File: src/rtl/fg_pkg.sv
// Package fg_pkg: shared constants and types for the flash guard block.
// Assumes an 8-bit register port; bit positions are fixed by the register layout.
package fg_pkg;
    localparam int REG_W = 8;

    // Control register bit positions
    localparam int CTL_VIOL = 2;
    localparam int CTL_RDY  = 3;
    localparam int CTL_LOCK = 4;
    localparam int CTL_EMEX = 5;

    // Mode register bit positions
    localparam int MD_PROG  = 0;
    localparam int MD_SEGER = 1;
    localparam int MD_MASS  = 2;
    localparam int MD_SEGW  = 3;

    typedef enum logic [1:0] {
        OP_PROG  = 2'd0,
        OP_SEGER = 2'd1,
        OP_MASS  = 2'd2,
        OP_NONE  = 2'd3
    } op_kind_e;

    typedef struct packed {
        logic segw;
        logic mass;
        logic seger;
        logic prog;
    } mode_t;
endpackage

File: src/rtl/fg_ctrl_regs.sv
// Module fg_ctrl_regs: holds the lock bit, the sticky violation flag and the
// mode register, decodes emergency exit and builds the read data.
// Assumes viol_set and segw_end come from the sequencer in the same cycle.
module fg_ctrl_regs
    import fg_pkg::*;
(
    input  logic             clk,
    input  logic             rst_n,
    input  logic             reg_wr,
    input  logic             reg_sel,
    input  logic [REG_W-1:0] reg_wdata,
    input  logic             viol_set,
    input  logic             segw_end,
    input  logic             rdy,
    output logic             lock,
    output logic             viol,
    output mode_t            mode,
    output logic             emex_req,
    output logic [REG_W-1:0] reg_rdata
);
    logic ctl_wr;
    logic mode_wr;
    logic wdata_unused;

    assign ctl_wr       = reg_wr && reg_sel;
    assign mode_wr      = reg_wr && !reg_sel;
    assign emex_req     = ctl_wr && reg_wdata[CTL_EMEX];
    assign wdata_unused = ^{reg_wdata[7:6], reg_wdata[CTL_RDY], reg_wdata[1:0]};

    // Lock: hardware set on violation wins over a software write.
    always_ff @(posedge clk) begin
        if (!rst_n)        lock <= 1'b1;
        else if (viol_set) lock <= 1'b1;
        else if (ctl_wr)   lock <= reg_wdata[CTL_LOCK];
    end

    // Violation flag: set by hardware, cleared only by writing 0.
    always_ff @(posedge clk) begin
        if (!rst_n)                               viol <= 1'b0;
        else if (viol_set)                        viol <= 1'b1;
        else if (ctl_wr && !reg_wdata[CTL_VIOL])  viol <= 1'b0;
    end

    // Mode register: software write, cleared by emergency exit, segw bit by mode end.
    always_ff @(posedge clk) begin
        if (!rst_n || emex_req) begin
            mode <= '0;
        end else if (mode_wr) begin
            mode.prog  <= reg_wdata[MD_PROG];
            mode.seger <= reg_wdata[MD_SEGER];
            mode.mass  <= reg_wdata[MD_MASS];
            mode.segw  <= reg_wdata[MD_SEGW];
        end else if (segw_end) begin
            mode.segw  <= 1'b0;
        end
    end

    // Read mux; emergency exit always reads back as 0.
    always_comb begin
        reg_rdata = '0;
        if (reg_sel) begin
            reg_rdata[CTL_VIOL] = viol;
            reg_rdata[CTL_RDY]  = rdy;
            reg_rdata[CTL_LOCK] = lock;
        end else begin
            reg_rdata[MD_PROG]  = mode.prog;
            reg_rdata[MD_SEGER] = mode.seger;
            reg_rdata[MD_MASS]  = mode.mass;
            reg_rdata[MD_SEGW]  = mode.segw;
        end
    end
endmodule

File: src/rtl/fg_op_seq.sv
// Module fg_op_seq: accepts or refuses array write strobes, picks the
// operation kind, times it with a down-counter and tracks segment-write mode.
// Assumes lock and mode are registered values; abort is a one-cycle request.
module fg_op_seq
    import fg_pkg::*;
#(
    parameter int PROG_CYC = 8,
    parameter int SEG_CYC  = 32,
    parameter int MASS_CYC = 64
) (
    input  logic     clk,
    input  logic     rst_n,
    input  logic     arr_wr,
    input  logic     lock,
    input  mode_t    mode,
    input  logic     abort,
    output logic     busy,
    output logic     op_start,
    output op_kind_e op_kind,
    output logic     op_done,
    output logic     segw_mode,
    output logic     segw_end,
    output logic     viol_set
);
    localparam int MAX_A = (PROG_CYC > SEG_CYC) ? PROG_CYC : SEG_CYC;
    localparam int MAXC  = (MAX_A > MASS_CYC) ? MAX_A : MASS_CYC;
    localparam int CW    = $clog2(MAXC) + 1;

    logic [CW-1:0] cnt;
    op_kind_e      kind_sel;
    logic          accept;
    logic          start;
    logic          enter_segw;
    logic          last;

    // Kind selection with fixed priority; a segment-write session always programs.
    always_comb begin
        if (segw_mode)       kind_sel = OP_PROG;
        else if (mode.mass)  kind_sel = OP_MASS;
        else if (mode.seger) kind_sel = OP_SEGER;
        else if (mode.segw || mode.prog) kind_sel = OP_PROG;
        else                 kind_sel = OP_NONE;
    end

    // Duration of each kind, minus one, as counter load value.
    function automatic logic [CW-1:0] load_of(op_kind_e k);
        case (k)
            OP_MASS:  load_of = CW'(MASS_CYC - 1);
            OP_SEGER: load_of = CW'(SEG_CYC - 1);
            default:  load_of = CW'(PROG_CYC - 1);
        endcase
    endfunction

    assign accept     = arr_wr && !lock && !busy;
    assign start      = accept && (kind_sel != OP_NONE) && !abort;
    assign viol_set   = arr_wr && (lock || busy);
    assign enter_segw = start && !segw_mode && (kind_sel == OP_PROG) && mode.segw;
    assign last       = busy && (cnt == '0);
    assign segw_end   = segw_mode && !busy && !abort && (lock || !mode.segw);

    // Counter and busy: load on start, count down, stop at zero or on abort.
    always_ff @(posedge clk) begin
        if (!rst_n || abort) begin
            busy <= 1'b0;
            cnt  <= '0;
        end else if (start) begin
            busy <= 1'b1;
            cnt  <= load_of(kind_sel);
        end else if (last) begin
            busy <= 1'b0;
        end else if (busy) begin
            cnt  <= cnt - 1'b1;
        end
    end

    // Handshake pulses and latched kind for the operation engine.
    always_ff @(posedge clk) begin
        if (!rst_n) begin
            op_start <= 1'b0;
            op_done  <= 1'b0;
            op_kind  <= OP_NONE;
        end else begin
            op_start <= start;
            op_done  <= last && !abort;
            if (start) op_kind <= kind_sel;
        end
    end

    // Segment-write session: entered by its first word, left on lock, disable or abort.
    always_ff @(posedge clk) begin
        if (!rst_n || abort)  segw_mode <= 1'b0;
        else if (enter_segw)  segw_mode <= 1'b1;
        else if (segw_end)    segw_mode <= 1'b0;
    end
endmodule

File: src/rtl/flash_guard.sv
// Module flash_guard: top of the flash lock and abort logic. Joins the
// register file and the operation sequencer.
// Assumes a single clock domain and synchronous inputs.
module flash_guard
    import fg_pkg::*;
#(
    parameter int PROG_CYC = 8,
    parameter int SEG_CYC  = 32,
    parameter int MASS_CYC = 64
) (
    input  logic       clk,
    input  logic       rst_n,
    input  logic       reg_wr,
    input  logic       reg_sel,
    input  logic [7:0] reg_wdata,
    output logic [7:0] reg_rdata,
    input  logic       arr_wr,
    output logic       op_start,
    output logic [1:0] op_kind,
    output logic       op_done,
    output logic       busy,
    output logic       violation,
    output logic       locked
);
    logic     lock;
    logic     viol;
    mode_t    mode;
    logic     emex_req;
    logic     viol_set;
    logic     segw_end;
    logic     segw_mode;
    logic     rdy;
    op_kind_e kind;

    // Ready when nothing runs and no segment-write session is open.
    assign rdy       = !busy && !segw_mode;
    assign op_kind   = kind;
    assign violation = viol;
    assign locked    = lock;

    fg_ctrl_regs u_regs (
        .clk       (clk),
        .rst_n     (rst_n),
        .reg_wr    (reg_wr),
        .reg_sel   (reg_sel),
        .reg_wdata (reg_wdata),
        .viol_set  (viol_set),
        .segw_end  (segw_end),
        .rdy       (rdy),
        .lock      (lock),
        .viol      (viol),
        .mode      (mode),
        .emex_req  (emex_req),
        .reg_rdata (reg_rdata)
    );

    fg_op_seq #(
        .PROG_CYC (PROG_CYC),
        .SEG_CYC  (SEG_CYC),
        .MASS_CYC (MASS_CYC)
    ) u_seq (
        .clk       (clk),
        .rst_n     (rst_n),
        .arr_wr    (arr_wr),
        .lock      (lock),
        .mode      (mode),
        .abort     (emex_req),
        .busy      (busy),
        .op_start  (op_start),
        .op_kind   (kind),
        .op_done   (op_done),
        .segw_mode (segw_mode),
        .segw_end  (segw_end),
        .viol_set  (viol_set)
    );
endmodule

File: config.mk
export PLATFORM = sky130hd
export DESIGN_NAME = flash_guard
export DESIGN_NICKNAME = d
export VERILOG_FILES = /design/src/rtl/fg_pkg.sv /design/src/rtl/fg_ctrl_regs.sv /design/src/rtl/fg_op_seq.sv /design/src/rtl/flash_guard.sv
export SDC_FILE = /design/constraint.sdc
export NUM_CORES = 1
export LEC_CHECK = 0
export ABC_CLOCK_PERIOD_IN_PS = 1800
export BUFFER_PORTS_ARGS = -buffer_cell sky130_fd_sc_hd__buf_2
export CAP_MARGIN = 0
export CORE_MARGIN = 2
export CORE_UTILIZATION = 45
export DETAILED_ROUTE_END_ITERATION = 10
export GPL_TIMING_DRIVEN = 1
export PLACE_DENSITY = 0.85
export SLEW_MARGIN = 0
export SYNTH_ARGS = -nofsm -noshare
export SYNTH_HDL_FRONTEND = slang
export SYNTH_SLANG_ARGS = --single-unit
File: constraint.sdc
create_clock -name clk -period 1.8 [get_ports clk]
set_input_delay 0.18 -clock clk [delete_from_list [all_inputs] [get_ports clk]]
set_output_delay 0.18 -clock clk [all_outputs]
set_load 0.05 [all_outputs]
==> results by group, run 1 <==
Global routing
  – Largest net degree at the start of global routing: 13
  – Vias in the first global route: approximately 890
  – Initial antenna violation count: 0
  – GR Overflow Total: 0
  – Global Route Usage Sum: between 20 and 25%
  – First-pass GRT wire length: 3870 um

Clock tree
  – CTS clock-pin slew for the worst setup and hold paths: 0.10 ns
  – H-tree Lvls: 1
  – Num CTS Buffers: 3
  – Clk sinks: 19
  – Hold_buf cts: 0
  – CTS root buf: clkbuf_4
  – Longest Clk Path Bufs: 2
  – CTS tree: built
  – Worst-skew pair later-pin latency: about 0.3 ns

Layout
  – P&R area growth vs syn: 22.70%
  – Final #Nets: roughly 160
  – Util after Layout: 60.12%
  – Share of cells above drive strength 1: between 30% and 40%
  – Filler Cell Count: about 190
  – Antenna Cells: 0

Detailed routing
  – Via count: just under 900
  – Pre-antenna DRT Iters: 4
  – DRT iter0 DRCs: 19
  – Wire per inst: ~13 um
  – Vias/cell: between 5 and 6
  – DRC viols: 0
  – Antenna viol nets, final: 0
  – WL final: about 2200 um

Placement
  – I/O Buffers: 22
  – Post-place setup slack: -0.09559 ns
  – Routability congestion estimate from global placement: about 0.85
  – Detailed Place HPWL: 1648 um

Worst setup path
  – Setup CP Type: reg -> reg
  – CP arrival: around 2 ns
  – Worst r2r src: u_regs.mode[1]$_SDFFE_PP0P_
  – CP endpoint kind: flop
  – Slowest cell on crit path: or4b_4
  – R2R Setup Slk: -0.05 ns
  – CP Launch Type: flop
  – Worst path max stage delay: roughly 0.48 ns
  – CP Cell Sequence: nor3_1, o21bai_1, inv_2, ha_4, or4b_4, o211ai_1, a211oi_1
  – Delay-heaviest family, CP: compound AO/OA/AOI/OAI gates
  – CP max FO: 3
  – R2r endpoint: u_seq.cnt[4]$_SDFFE_PP0P_
  – Reg2reg path depth: 7
  – Required time of the critical path: 1.98 ns
  – CP bufs+invs: 1

Min path
  – Hold Path Class: in -> reg
  – Hold_sp: reg_wdata[3]
  – WHS Endpoint: u_regs.mode[3]$_SDFFE_PP0P_
  – Hold Path Stages: 3

Floorplan
  – Starting Density: between 40% and 50%
  – Area of the die: approximately 0.0026 mm2
  – Number of core rows: 16
  – Die height: 50.69 um
  – Total core area: between 0.002 and 0.0025 mm2
  – # IOs: 28
  – Die X-Extent: just over 50 um

STA
  – Final Max Tran Viols: 0
  – Final Hold Vio Count: 0
  – Fin Clk Skew: between 0.0008 and 0.0009 ns
  – Minimum clock period: roughly 1.9 ns
  – Fmax: about 540 MHz
  – Unrepaired setup endpoints after global routing: true
  – Final period utilization: 102.9%
  – Worst Setup Slack, final: -0.05193 ns
  – Final Setup Violations: 2

Power
  – Clk network pwr share: roughly 27%
  – VDD IR-drop max: 0.0004617 V
  – Static Leakage: roughly 0.51 nW
  – Comb pwr share: between 10% and 20%
  – Total power: between 0.8 and 0.9 mW
  – Switching part of the total: 29.98%
  – Power density over the cells: 680.2 mW/mm2
  – Sw power: around 0.25 mW
  – Cell Int Power: approximately 0.57 mW
  – Reg power frac: between 50 and 60%

Synth
  – Syn. warnings: 0
  – Main synth FF type: dfxtp_1
  – Top cell type's share of synthesized area: about two fifths
  – Fraction of registers with async set/reset: 0%
  – Largest area contributor in the netlist: dfxtp_1
  – Area of the mapped netlist: around 1000 um2
  – Syn_area_per_cell: 8.758 um2
  – Top-count cell post-synth: dfxtp_1
  – FF+latch count, synth: 19
  – Seq/Total Area, Yosys: 38.78%
  – Post-synth EDFFs: 0
  – Post-Synthesis Cells: approximately 110
  – Synth cell types: 37
  – Largest cells by area after synthesis: dfxtp_1 39%, ha_1 5.1%, nor2_1 5.0%
  – Post-synth top cells: 19 x dfxtp_1, 13 x nor2_1, 11 x nand2_1, 6 x inv_1, 5 x nor3_1

Flow run
  – Maxcap violations: 0

Outcome
  – Status: complete, but fails checks
  – Failing checks: negative setup slack
## worst max path at each step
stage                                            from                         to  depth (start not counted)
after floorplan           u_regs.mode[1]$_SDFFE_PP0P_  u_seq.cnt[4]$_SDFFE_PP0P_                          7
after global placement    u_regs.mode[1]$_SDFFE_PP0P_  u_seq.cnt[4]$_SDFFE_PP0P_                          7
after detailed placement  u_regs.mode[1]$_SDFFE_PP0P_  u_seq.cnt[1]$_SDFFE_PP0P_                          8
after CTS                 u_regs.mode[0]$_SDFFE_PP0P_  u_seq.cnt[4]$_SDFFE_PP0P_                          7
after global routing      u_regs.mode[0]$_SDFFE_PP0P_  u_seq.cnt[4]$_SDFFE_PP0P_                          7
final                     u_regs.mode[1]$_SDFFE_PP0P_  u_seq.cnt[4]$_SDFFE_PP0P_                          7
## worst reg2reg max path, cell delays in order (launching register included)
cell and delay (ns):
dfxtp_2 0.37, nor3_1 0.05, o21bai_1 0.19, inv_2 0.09, ha_4 0.18, or4b_4 0.48
o211ai_1 0.30, a211oi_1 0.07
## area by class of cell
cell class / count / area (um2) / share of cell area, %
clock buffer: 4 / 26.28 / 2.183
multi-input combinational: 82 / 574.3 / 47.71
sequential: 19 / 384.1 / 31.91
inverter: 6 / 22.52 / 1.871
tap: 27 / 33.78 / 2.807
timing repair buffer: 29 / 162.7 / 13.51
## through the flow
stage,hold WS [ns],instances,TNS (ns),instance area [um2]
after global placement,0.4156,162,-0.02995,1135
final,0.09550,167,-0.06504,1204
after CTS,0.08693,167,-0.09800,1194
after floorplan,0.2518,114,0,992.2
after detailed placement,0.4126,162,-0.3372,1135
after global routing,0.1014,167,-0.6335,1204
## sequential cells by signal, indices dropped and copies added, names as in the netlist
signal / count
u_seq.op_done: 1
u_seq.busy: 1
u_seq.segw_mode: 1
u_regs.mode: 4
u_seq.op_kind: 2
u_regs.viol: 1
u_seq.cnt: 7
u_seq.op_start: 1
u_regs.lock: 1
## power groups by stage
stage               combinational (mW)  sequential (mW)  clock [mW]
floorplan                       0.0974            0.454           0
global placement                 0.142            0.445           0
detailed placement               0.148            0.446           0
CTS                              0.159            0.437       0.224
global route                     0.176            0.438       0.246
finish                           0.163            0.437       0.219
## logic make-up after synthesis
group | after synthesis | synth area share, %
simple gates | 46 | 26.28
compound gates | 22 | 15.43
flops | 19 | 38.78
buf+inv | 13 | 7.015
mux | 5 | 5.230
fa+ha+maj | 4 | 5.102
xor+xnor | 2 | 1.786
other cells | 1 | 0.3823
## metal layers
layer	vias up	wire length (um)	share of wire (%)	GRT usage, %
met4	0	44	2.0	9.910
met1	404	930	42	22.98
li1	445	-	-	-
met5	-	0	0	0
met2	36	1093	49	33.77
met3	7	141	6.4	6.845
## timing repair
action / in CTS / in global routing
pin swaps: 2 / 7
endpoints found under the setup margin: 6 / 10
gates resized for setup: 6 / 5
setup buffers: 1 / 0
## cells in the final DEF (no fill, tap or decap), types with 4 or more instances in the layout
cell type	count
inv_1	5
nand2_1	10
dfxtp_1	16
mux2i_1	4
nor2_1	11
buf_4	7
buf_2	22
nor3_1	5
Power figures use the tool's default switching activity.
==> inputs of run 2 (changes only) <==
Settings changed: BUFFER_PORTS_ARGS -buffer_cell sky130_fd_sc_hd__buf_2 to unset, CORE_UTILIZATION 45 to 50, DONT_BUFFER_PORTS set to 1, PLACE_DENSITY 0.85 to 0.8, SKIP_LAST_GASP set to 1.
==> run 2 against run 1 <==
Net effect: the flow still finishes with violations (negative setup slack); die area is 9.2% lower; largest cell class unchanged; critical path depth did not move; largest power group unchanged; flip-flop and latch count did not move; critical path type unchanged; power down 1.4%.
==> results by group, run 2 (synthesis gave the netlist of run 1 again) <==
STA
  – Worst Setup Slack, final: -0.05447 ns
  – Max-Slew Margin vs Limit: between 60% and 70%
  – Final Max Tran Viols: 0
  – Final period utilization: 103.0%
  – Unrepaired setup endpoints after global routing: true
  – Minimum clock period: around 1.9 ns
  – Final Hold Vio Count: 0
  – Final Setup Violations: 2
  – Fin Clk Skew: ~0.0031 ns
  – Slew @ Worst Pin: 0.5097 ns
  – Fmax: 539.2 MHz

Outcome
  – Failing checks: negative setup slack
  – Status: complete, but fails checks

Global routing
  – Global Route Usage Sum: 19.30%
  – Initial antenna violation count: 0
  – Largest net degree at the start of global routing: 13
  – First-pass GRT wire length: 3049 um
  – GR Overflow Total: 0
  – Vias in the first global route: 704

Floorplan
  – Starting Density: about half
  – Number of core rows: 16
  – # IOs: 28
  – Die height: 48.30 um
  – Total core area: between 0.0015 and 0.002 mm2
  – Area of the die: 0.002332 mm2
  – Die X-Extent: 48.30 um

Detailed routing
  – Met2 wire length: 1041 um
  – Antenna viol nets, final: 0
  – Via count: 866
  – Met3 routed WL: around 110 um
  – Wire per inst: roughly 14 um
  – WL final: about 2200 um
  – Pre-antenna DRT Iters: 4
  – DRT iter0 DRCs: 7
  – Metal1 wirelength: ~960 um
  – DRC viols: 0
  – Uppermost layer routed: met4
  – Vias/cell: 5.623

Layout
  – Non-filler instance count after layout: roughly 150
  – P&R area growth vs syn: 17.98%
  – Share of cells above drive strength 1: roughly a quarter
  – Commonest non-fill, non-tap cell in the layout: dfxtp_1
  – Largest Register: u_seq.cnt
  – Commonest cells after routing, fill and taps aside: 16 x dfxtp_1, 14 x buf_4, 12 x nor2_1, 11 x nand2_1, 6 x inv_1
  – Top flop regs: u_seq.cnt (7), u_regs.mode (4), u_seq.op_kind (2)
  – Antenna Cells: 0
  – Largest register FFs: 7
  – Post-route cell area: ~0.0012 mm2
  – Final #Nets: about 150

Placement
  – Detailed Place HPWL: between 1500 and 2000 um
  – Routability congestion estimate from global placement: approximately 0.82
  – Area post-placement: ~0.0011 mm2
  – Placed cells: ~150
  – I/O Buffers: 0

Clock tree
  – Worst-skew pair later-pin latency: 0.30 ns
  – CTS root buf: clkbuf_4
  – Longest Clk Path Bufs: 2
  – CTS tree: built
  – CTS clock-pin slew for the worst setup and hold paths: 0.11 ns
  – Clk sinks: 19
  – H-tree Lvls: 1
  – Num CTS Buffers: 3

Worst setup path
  – Setup CP Type: reg -> reg
  – Required time of the critical path: 1.98 ns
  – CP Launch Type: flop
  – CP endpoint kind: flop
  – CP arrival: a little over 2 ns
  – CP max FO: 3

Flow run
  – Maxcap violations: 0

Power
  – Power density over the cells: ~700 mW/mm2
  – Static Leakage: ~0.46 nW
  – VDD IR-drop max: 0.0005336 V

Min path
  – Hold Path Class: in -> reg
run 2: critical path, cell delays in order (launching register included):
cell and delay (ns):
dfxtp_2 0.38, nor3_2 0.04, o21bai_1 0.16, inv_1 0.12, ha_4 0.18, or4b_4 0.48
o211ai_1 0.30, a211oi_1 0.07
run 2: final timing paths:
kind                                                   from                   endpoint  slack (ns)  cells past startpoint
worst min-delay path                           reg_wdata[4]   u_regs.lock$_SDFFE_PP1N_        0.02                      2
worst max register to register  u_regs.mode[1]$_SDFFE_PP0P_  u_seq.cnt[4]$_SDFFE_PP0P_       -0.05                      7
worst max-delay path            u_regs.mode[1]$_SDFFE_PP0P_  u_seq.cnt[4]$_SDFFE_PP0P_       -0.05                      7
worst min register to register    u_seq.cnt[6]$_SDFFE_PP0P_  u_seq.cnt[6]$_SDFFE_PP0P_        0.49                      2
run 2: per-stage QoR:
stage          hold slack, ns  utilization [%]  total power [mW]  setup TNS (ns)  setup slack, ns
3_5_place_dp           0.2632            56.64            0.5810         -0.1555         -0.08173
6_report              0.02406            60.86            0.8073        -0.06303         -0.05447
3_3_place_gp           0.2557            56.64            0.5753               0         0.001084
5_1_grt               0.01184            60.86            0.8434         -0.4678          -0.1213
2_1_floorplan          0.2518                -            0.5518               0          0.02566
4_1_cts               0.02068            60.07            0.8067        -0.06837         -0.05582
run 2: layout make-up:
type / count / area (um2)
Inverter: 6 / 22.52
Tap cell: 27 / 33.78
Multi-Input combinational cell: 82 / 565.5
Sequential cell: 19 / 384.1
Timing Repair Buffer: 16 / 125.1
Fill cell: 172 / 744.5
Clock buffer: 4 / 26.28
run 2: power by group:
| group | switching, mW | internal, mW |
|---|---|---|
| registers | 0.0104 | 0.429 |
| logic | 0.0940 | 0.0555 |
| clock network | 0.132 | 0.0864 |
| total | 0.236 | 0.571 |
run 2: timing repair:
item	4_1_cts	5_1_grt
setup buffers	1	0
pin swaps	2	2
endpoints found under the hold margin	4	0
gates resized for setup	5	3
endpoints found under the setup margin	5	9
hold buffers	2	0
run 2: metal layers:
metal,up-vias,GRT usage (%)
met2,24,29.21
met1,417,23.77
met3,6,8.519
met5,-,0
li1,419,-
met4,0,8.108
